--- config.mk ---
export PLATFORM = sky130hd
export DESIGN_NAME = paddle_score_keeper
export DESIGN_NICKNAME = d
export VERILOG_FILES = /design/src/rtl/score_pkg.sv /design/src/rtl/score_edge_detect.sv /design/src/rtl/score_event_arb.sv /design/src/rtl/score_counter.sv /design/src/rtl/paddle_score_keeper.sv
export SDC_FILE = /design/constraint.sdc
export NUM_CORES = 1
export LEC_CHECK = 0
export BUFFER_PORTS_ARGS = -buffer_cell sky130_fd_sc_hd__buf_4
export CORE_MARGIN = 2
export CORE_UTILIZATION = 35
export DETAILED_ROUTE_END_ITERATION = 16
export GPL_TIMING_DRIVEN = 0
export MAX_ROUTING_LAYER = met4
export SLEW_MARGIN = 15
export SYNTH_ARGS = -nofsm -noshare
export SYNTH_HDL_FRONTEND = slang
export SYNTH_SLANG_ARGS = --single-unit
--- constraint.sdc ---
create_clock -name clk_i -period 2.1 [get_ports clk_i]
set_input_delay 0.105 -clock clk_i [delete_from_list [all_inputs] [get_ports clk_i]]
set_output_delay 0.105 -clock clk_i [all_outputs]
set_load 0.02 [all_outputs]
--- src/rtl/score_pkg.sv ---
package score_pkg;
  typedef enum logic [1:0] {
    EV_NONE = 2'd0,
    EV_HIT  = 2'd1,
    EV_MISS = 2'd2
  } score_ev_e;
endpackage

--- src/rtl/score_edge_detect.sv ---
module score_edge_detect #(
  parameter int unsigned N = 2
) (
  input  logic         clk_i,
  input  logic         rst_ni,
  input  logic [N-1:0] lvl_i,
  output logic [N-1:0] rise_o
);
  for (genvar g = 0; g < N; g++) begin : g_bit
    logic prev_q;
    always_ff @(posedge clk_i or negedge rst_ni) begin
      if (!rst_ni) prev_q <= 1'b0;
      else         prev_q <= lvl_i[g];
    end
    assign rise_o[g] = lvl_i[g] & ~prev_q;
  end
endmodule

--- src/rtl/score_event_arb.sv ---
module score_event_arb
  import score_pkg::*;
(
  input  logic      hit_rise_i,
  input  logic      miss_rise_i,
  input  logic      game_over_i,
  output score_ev_e ev_o
);
  always_comb begin
    ev_o = EV_NONE;
    if (!game_over_i) begin
      if (miss_rise_i)     ev_o = EV_MISS;  // miss wins a tie
      else if (hit_rise_i) ev_o = EV_HIT;
    end
  end
endmodule

--- src/rtl/score_counter.sv ---
module score_counter
  import score_pkg::*;
#(
  parameter int unsigned SCORE_W = 8
) (
  input  logic               clk_i,
  input  logic               rst_ni,
  input  logic               restart_i,
  input  score_ev_e          ev_i,
  output logic [SCORE_W-1:0] score_o,
  output logic               game_over_o
);
  localparam logic [SCORE_W-1:0] SCORE_MAX = '1;

  logic [SCORE_W-1:0] score_q;
  logic               over_q;

  always_ff @(posedge clk_i or negedge rst_ni) begin
    if (!rst_ni) begin
      score_q <= '0;
      over_q  <= 1'b0;
    end else if (restart_i) begin
      score_q <= '0;
      over_q  <= 1'b0;
    end else begin
      unique case (ev_i)
        EV_MISS: begin
          if (score_q == '0) over_q  <= 1'b1;
          else               score_q <= score_q - 1'b1;
        end
        EV_HIT: begin
          if (score_q != SCORE_MAX) score_q <= score_q + 1'b1;
        end
        default: ;
      endcase
    end
  end

  assign score_o     = score_q;
  assign game_over_o = over_q;

  AST_OVER_HOLDS_ZERO: assert property (@(posedge clk_i) disable iff (!rst_ni)
    over_q |-> score_q == '0);
  AST_NO_WRAP_UP: assert property (@(posedge clk_i) disable iff (!rst_ni)
    (score_q == SCORE_MAX && !restart_i && ev_i != EV_MISS) |=> score_q == SCORE_MAX);
endmodule

--- src/rtl/paddle_score_keeper.sv ---
module paddle_score_keeper
  import score_pkg::*;
#(
  parameter int unsigned SCORE_W = 8
) (
  input  logic               clk_i,
  input  logic               rst_ni,
  input  logic               restart_i,
  input  logic               hit_i,
  input  logic               miss_i,
  output logic [SCORE_W-1:0] score_o,
  output logic               game_over_o
);
  localparam int unsigned NUM_EV = 2;
  localparam int unsigned HIT_B  = 0;
  localparam int unsigned MISS_B = 1;
  localparam logic [SCORE_W-1:0] SCORE_MAX = '1;

  logic [NUM_EV-1:0] ev_lvl, ev_rise;
  score_ev_e         ev;

  assign ev_lvl[HIT_B]  = hit_i;
  assign ev_lvl[MISS_B] = miss_i;

  score_edge_detect #(.N(NUM_EV)) u_edge (
    .clk_i  (clk_i),
    .rst_ni (rst_ni),
    .lvl_i  (ev_lvl),
    .rise_o (ev_rise)
  );

  score_event_arb u_arb (
    .hit_rise_i  (ev_rise[HIT_B]),
    .miss_rise_i (ev_rise[MISS_B]),
    .game_over_i (game_over_o),
    .ev_o        (ev)
  );

  score_counter #(.SCORE_W(SCORE_W)) u_cnt (
    .clk_i       (clk_i),
    .rst_ni      (rst_ni),
    .restart_i   (restart_i),
    .ev_i        (ev),
    .score_o     (score_o),
    .game_over_o (game_over_o)
  );

  AST_HIT_ADDS: assert property (@(posedge clk_i) disable iff (!rst_ni)
    (!restart_i && !game_over_o && ev_rise[HIT_B] && !ev_rise[MISS_B] && score_o != SCORE_MAX)
    |=> score_o == $past(score_o) + 1'b1);
  AST_MISS_SUBS: assert property (@(posedge clk_i) disable iff (!rst_ni)
    (!restart_i && !game_over_o && ev_rise[MISS_B] && score_o != '0)
    |=> (score_o == $past(score_o) - 1'b1) && !game_over_o);
  AST_MISS_AT_ZERO: assert property (@(posedge clk_i) disable iff (!rst_ni)
    (!restart_i && !game_over_o && ev_rise[MISS_B] && score_o == '0)
    |=> game_over_o && score_o == '0);
  AST_RESTART_CLEARS: assert property (@(posedge clk_i) disable iff (!rst_ni)
    restart_i |=> score_o == '0 && !game_over_o);
  AST_NO_EDGE_NO_CHANGE: assert property (@(posedge clk_i) disable iff (!rst_ni)
    (!restart_i && ev_rise == '0) |=> $stable(score_o) && $stable(game_over_o));
  AST_FROZEN_WHEN_OVER: assert property (@(posedge clk_i) disable iff (!rst_ni)
    (!restart_i && game_over_o) |=> game_over_o && $stable(score_o));
endmodule

; ---- Yosys cells after proc, flatten, opt, wreduce, memory -nomap -nowiden
; Cells that the tools add are included.
; W data, S select, Z words.
[word_totals]
n_memories = 0
ram_bits = 0
output_inout_bits = 9
elab_cells = 31
rom_bits = 0
latchBits = 0
inputBits = 5
reg_bits = 11
[classes]
div = 0
shifts = 0
mux = 10
reduce_logical = 6
n_mul = 0
bitwise = 4
n_lt_le_gt_ge = 0
n_eq_ne = 5
addsub = 2
[op_table]
columns = op, count
row1 = $mux W8, 3
row2 = $pmux W8 S2, 1
row3 = $add A8 B1 Y8 const B, 1
row4 = $logic_not A8 Y1, 1
row5 = $ne A8 B8 Y1 const B, 1
row6 = $sub A8 B1 Y8 const B, 1
row7 = $mux W1, 4
row8 = $mux W2, 2
row9 = $reduce_bool A2 Y1, 2
row10 = $ne A3 B2 Y1 const B, 1
row11 = $ne A3 B3 Y1 const B, 1
row12 = $reduce_and A3 Y1, 1
row13 = $reduce_bool A3 Y1, 1
row14 = $and A1 B1 Y1, 2
row15 = $eq A2 B1 Y1 const B, 1
row16 = $eq A2 B2 Y1 const B, 1
row17 = $not A1 Y1, 2
row18 = $reduce_and A2 Y1, 1

; ---- Logic depth before layout (Yosys ltp)
[depth]
depth_word = 8
depth_mapped = 9
ltp_nobuf = 9

; ---- Hierarchy
; A second synthesis with hierarchy kept.
[unflattened]
cells_unflattened = 91
hier_area_um2 = 839.6
[by_module_without_submodules]
columns = module, cells_per_inst, area_per_inst_um2, n_inst, seq_area_each_um2
row1 = score_counter, 85, 743.2, 1, 225.2
row2 = score_edge_detect, 4, 77.6, 1, 50.0
row3 = score_event_arb, 2, 18.8, 1, 0.0

; ---- Worst setup path before layout
; OpenSTA, ideal clock, no wires.
[synth_timing]
path_kind = register -> register
startpoint = register u_cnt.over_q (netlist: u_cnt.game_over_o)
endpoint = register u_cnt.score_q[6] (netlist: u_cnt.score_o[6])
path_slack_ns = -0.309
period_less_slack_ns = 2.409
required_ns = 1.980
n_path_buf = 0
arrival_ns = 2.289
setup_ns = 0.120
path_stages_with_launch = 9
path_cell_list = dfrtp_1 nor2_1 nand3_1 ha_1 nor2b_4 o31a_1 o21a_1 or3_1 a41o_1
[synth_between]
elab_chain_len = 4
word_cells_on_any_way = 9
cone_classes = eq/ne (4) / mux (3) / reduce/logical (2)
[synth_lines]
columns = item, line
row1 = start: declaration, score_counter.sv:16  ; logic over_q;
row2 = start signal: assignment, score_counter.sv:21  ; over_q <= 1'b0;
row3 = start signal: assignment, score_counter.sv:24  ; over_q <= 1'b0;
row4 = start signal: assignment, score_counter.sv:28  ; if (score_q == '0) over_q <= 1'b1;
row5 = $mux W2 *, score_event_arb.sv:11  ; if (!game_over_i) begin
row6 = $eq A2 B1 Y1 or $eq A2 B2 Y1 (tied branches), score_counter.sv:26  ; unique case (ev_i)
row7 = "$ne A3 B2 Y1 (no source line), or another cell as far along", -
row8 = $reduce_and A3 Y1 (no source line) or $mux W8 (tied branches), -
row9 = end signal: assignment, score_counter.sv:29  ; else score_q <= score_q - 1'b1;
row10 = end signal: assignment, score_counter.sv:32  ; if (score_q != SCORE_MAX) score_q <= score_q + 1'b1;
row11 = end: declaration, score_counter.sv:15  ; logic [SCORE_W-1:0] score_q;
; Mark *: on every way between the ends. The rest lies on a longest branch, timed or not.
; A chain may end at the register's enable or synchronous reset.

; ---- Worst setup path in the final report
; Ends and elaborated chain as after synthesis.

==> impl_results.md <==
- Worst-skew pair later-pin latency: 0.28 ns
- Total CTS buffers: 3
- Total global routing overflow: 0
- Ant diodes: 0
- Req. time, crit path: 2.28 ns
- Final Routed Wirelength: 1.975 mm
- Post-synthesis cell count: 85
- Die area: 2691 µm²
- F_max: 465.2 MHz
- Fin Hold WS: 0.1506 ns
- VDD IR max: 0.6323 mV
- Netlist cell types: 36
- Via count: 748
- CTS root buffer: clkbuf_4
- Die span in x: 51.87 µm
- Static Leak: 0.0004840 µW
- Crit-path max FO: 5
- Initial antenna violation count: 0
- Failing checks: negative setup slack
- Total clock sinks: 11
- Status: complete, but fails checks
- RSZ-0062 raised after global routing: yes
- Fin worst setup slack: -0.04952 ns
- Most frequent cells in the layout: 15 x buf_4, 10 x dfrtp_1, 7 x nor2_1
- Antenna Nets Post-Route: 0
- Avg Cell Area, Syn: 9.436 µm²
- Arr. time, crit path: 2.33 ns
- Slowest stage cell, crit path: dfrtp_2
- Routed vias/inst: 5.500
- Post-synth EDFFs: 0
- Die H: 51.87 µm
- Largest net degree at the start of global routing: 12
- Bufs and invs on worst path: 0
- First-pass GRT wire length: 3.125 mm
- Warnings, synthesis: 0
- Seq/Total Area, Yosys: 34.32%
- DRC violation count after routing: 0
- CORE AREA: 2191 µm²
- Net count after synthesis: 97
- Synth Register Bits: 11
- Iter 0 DRT Violations: 6
- Area growth from synthesis to layout: 34.01%
- Total placed cells including tap cells: 125
- Share of cells above drive strength 1: 33.33%
- Max Cap Violations: 0
- Leading cell type in the layout, fill and taps excluded: buf_4
- Hold Crit Class: primary input to register
- Post-route minimum period: 2.150 ns
- Worst Setup End Kind: register
- PwrDens: 1231 nW/µm²
- Final setup skew: 0.01155 ns
- Cell Count, Final, Fillers Out: 136
- DP Area: 973.4 µm²
- Kind of cell adding the most delay to the critical path: simple AND/OR/NAND/NOR gates
- GP Congestion: 0.8046
- H-tree Lvls: 1
- Final Max Slew Viols: 0
- DP HPWL: 1.399 mm
- CP Class: register to register
- Site Rows: 17
- CTS tree: done
- Final Net Count: 121
- Setup TNS: -0.04952 ns
- Final Setup Violations: 1
- IO Pins: 14
- Endpoints failing hold: 0
- Post-route cell area: 1075 µm²
- Max stage delay on crit path: 0.42 ns
- I/O Buffers: 12
- Clk buf depth: 2
- Fraction of registers with async set/reset: 100.0%
- Startpoint types: register
- Synth Cell Area: 802.0 µm²
- GRT Total Usage: 16.07%
- Worst slew margin: 81.63%
- Drt first pass iters: 6
- Final period util: 102.4%
- DR WL/cell: 14.52 µm
- Critical Path, Cell by Cell: nor2_4, nand3_4, ha_4, nor2b_4, o31a_1, o21a_1, or3_1, a41o_1
- Initial Util: 36.61%
- Worst-Margin Slew: 0.2750 ns
- Clock slew at reported path FFs: 0.08 ns
- Most used DFF post-synth: dfrtp_1
- Vias in the first global route: 712
-- synth_stat cells (all sizes together) (2+ instances only) --
library cell	number	area [µm²]
ha	6	75.07
nor3	3	15.01
o21a	2	15.01
nor2	8	30.03
mux2	3	45.04
nand3	4	20.02
buf	2	16.26
inv	7	26.28
dfrtp	11	275.3
o21ai	6	33.78
nor2b	2	20.02
nand4	6	37.54
xnor2	3	26.28
a21oi	3	15.01
-- metal layers --
metal / wire, µm / GRT usage (%) / vias up
li1: - / - / 359
met1: 891 / 20.36 / 364
met2: 969 / 25.74 / 22
met3: 86 / 1.149 / 3
met4: 28 / 8.333 / 0
met5: 0 / - / -
-- flip-flops by register name, indices dropped and copies added (netlist names) --
| signal | flops |
|---|---|
| u_cnt.game_over_o | 1 |
| u_cnt.score_o | 8 |
| u_edge.g_bit.prev_q | 2 |
-- timing repair --
action	CTS	global route
setup buffers	3	0
hold buffers	3	0
gates resized for setup	4	0
cloned	1	0
endpoints found under the hold margin	13	0
setup endpoints to repair	1	1
pin swaps	3	2
-- final timing paths --
check	startpoint	end	slack [ns]	depth (start not counted)
max	u_cnt.game_over_o	u_cnt.score_o[6]	-0.05	8
min reg2reg	u_cnt.score_o[4]	u_cnt.score_o[4]	0.64	1
max reg2reg	u_cnt.game_over_o	u_cnt.score_o[6]	-0.05	8
max in group asynchronous	rst_ni	u_cnt.game_over_o	1.73	2
min	restart_i	u_cnt.game_over_o	0.15	2
min in group asynchronous	rst_ni	u_cnt.score_o[4]	0.19	2
-- layout make-up --
cell class	count	area [µm²]
Fill cell	211	1116
Tap cell	28	35.03
Clock buffer	4	26.28
Multi-Input combinational cell	66	549.3
Timing Repair Buffer	18	142.6
Sequential cell	11	276.5
Buffer	2	16.27
Inverter	7	28.78
-- per-stage QoR --
step                util, %  setup slack (ns)  power [µW]
finish                49.06          -0.04952        1323
global route          49.06           -0.1321        1414
CTS                   49.06          -0.06667        1321
detailed placement    44.43           -0.1466        1150
global placement      44.43           -0.1496        1142
floorplan                 -          -0.05297       937.2
-- power by group --
part | internal (µW) | leakage, µW | switching [µW]
Sequential | 273 | 0.000138 | 99.5
Combinational | 414 | 0.000331 | 385
Clock | 73.8 | 0.0000150 | 77.7
Total | 760 | 0.000484 | 562
-- cells by family after synthesis --
| group | count (synthesis) | share of synthesized area [%] |
|---|---|---|
| AO/OA/AOI/OAI | 19 | 15.91 |
| flip-flops | 11 | 34.32 |
| XOR/XNOR | 3 | 3.277 |
| AND/OR/NAND/NOR | 32 | 22.47 |
| adder cells (fa/ha/maj) | 7 | 11.86 |
| multiplexers | 4 | 6.864 |
| buffers and inverters | 9 | 5.304 |
No activity file was read; power rests on OpenSTA's default activity.
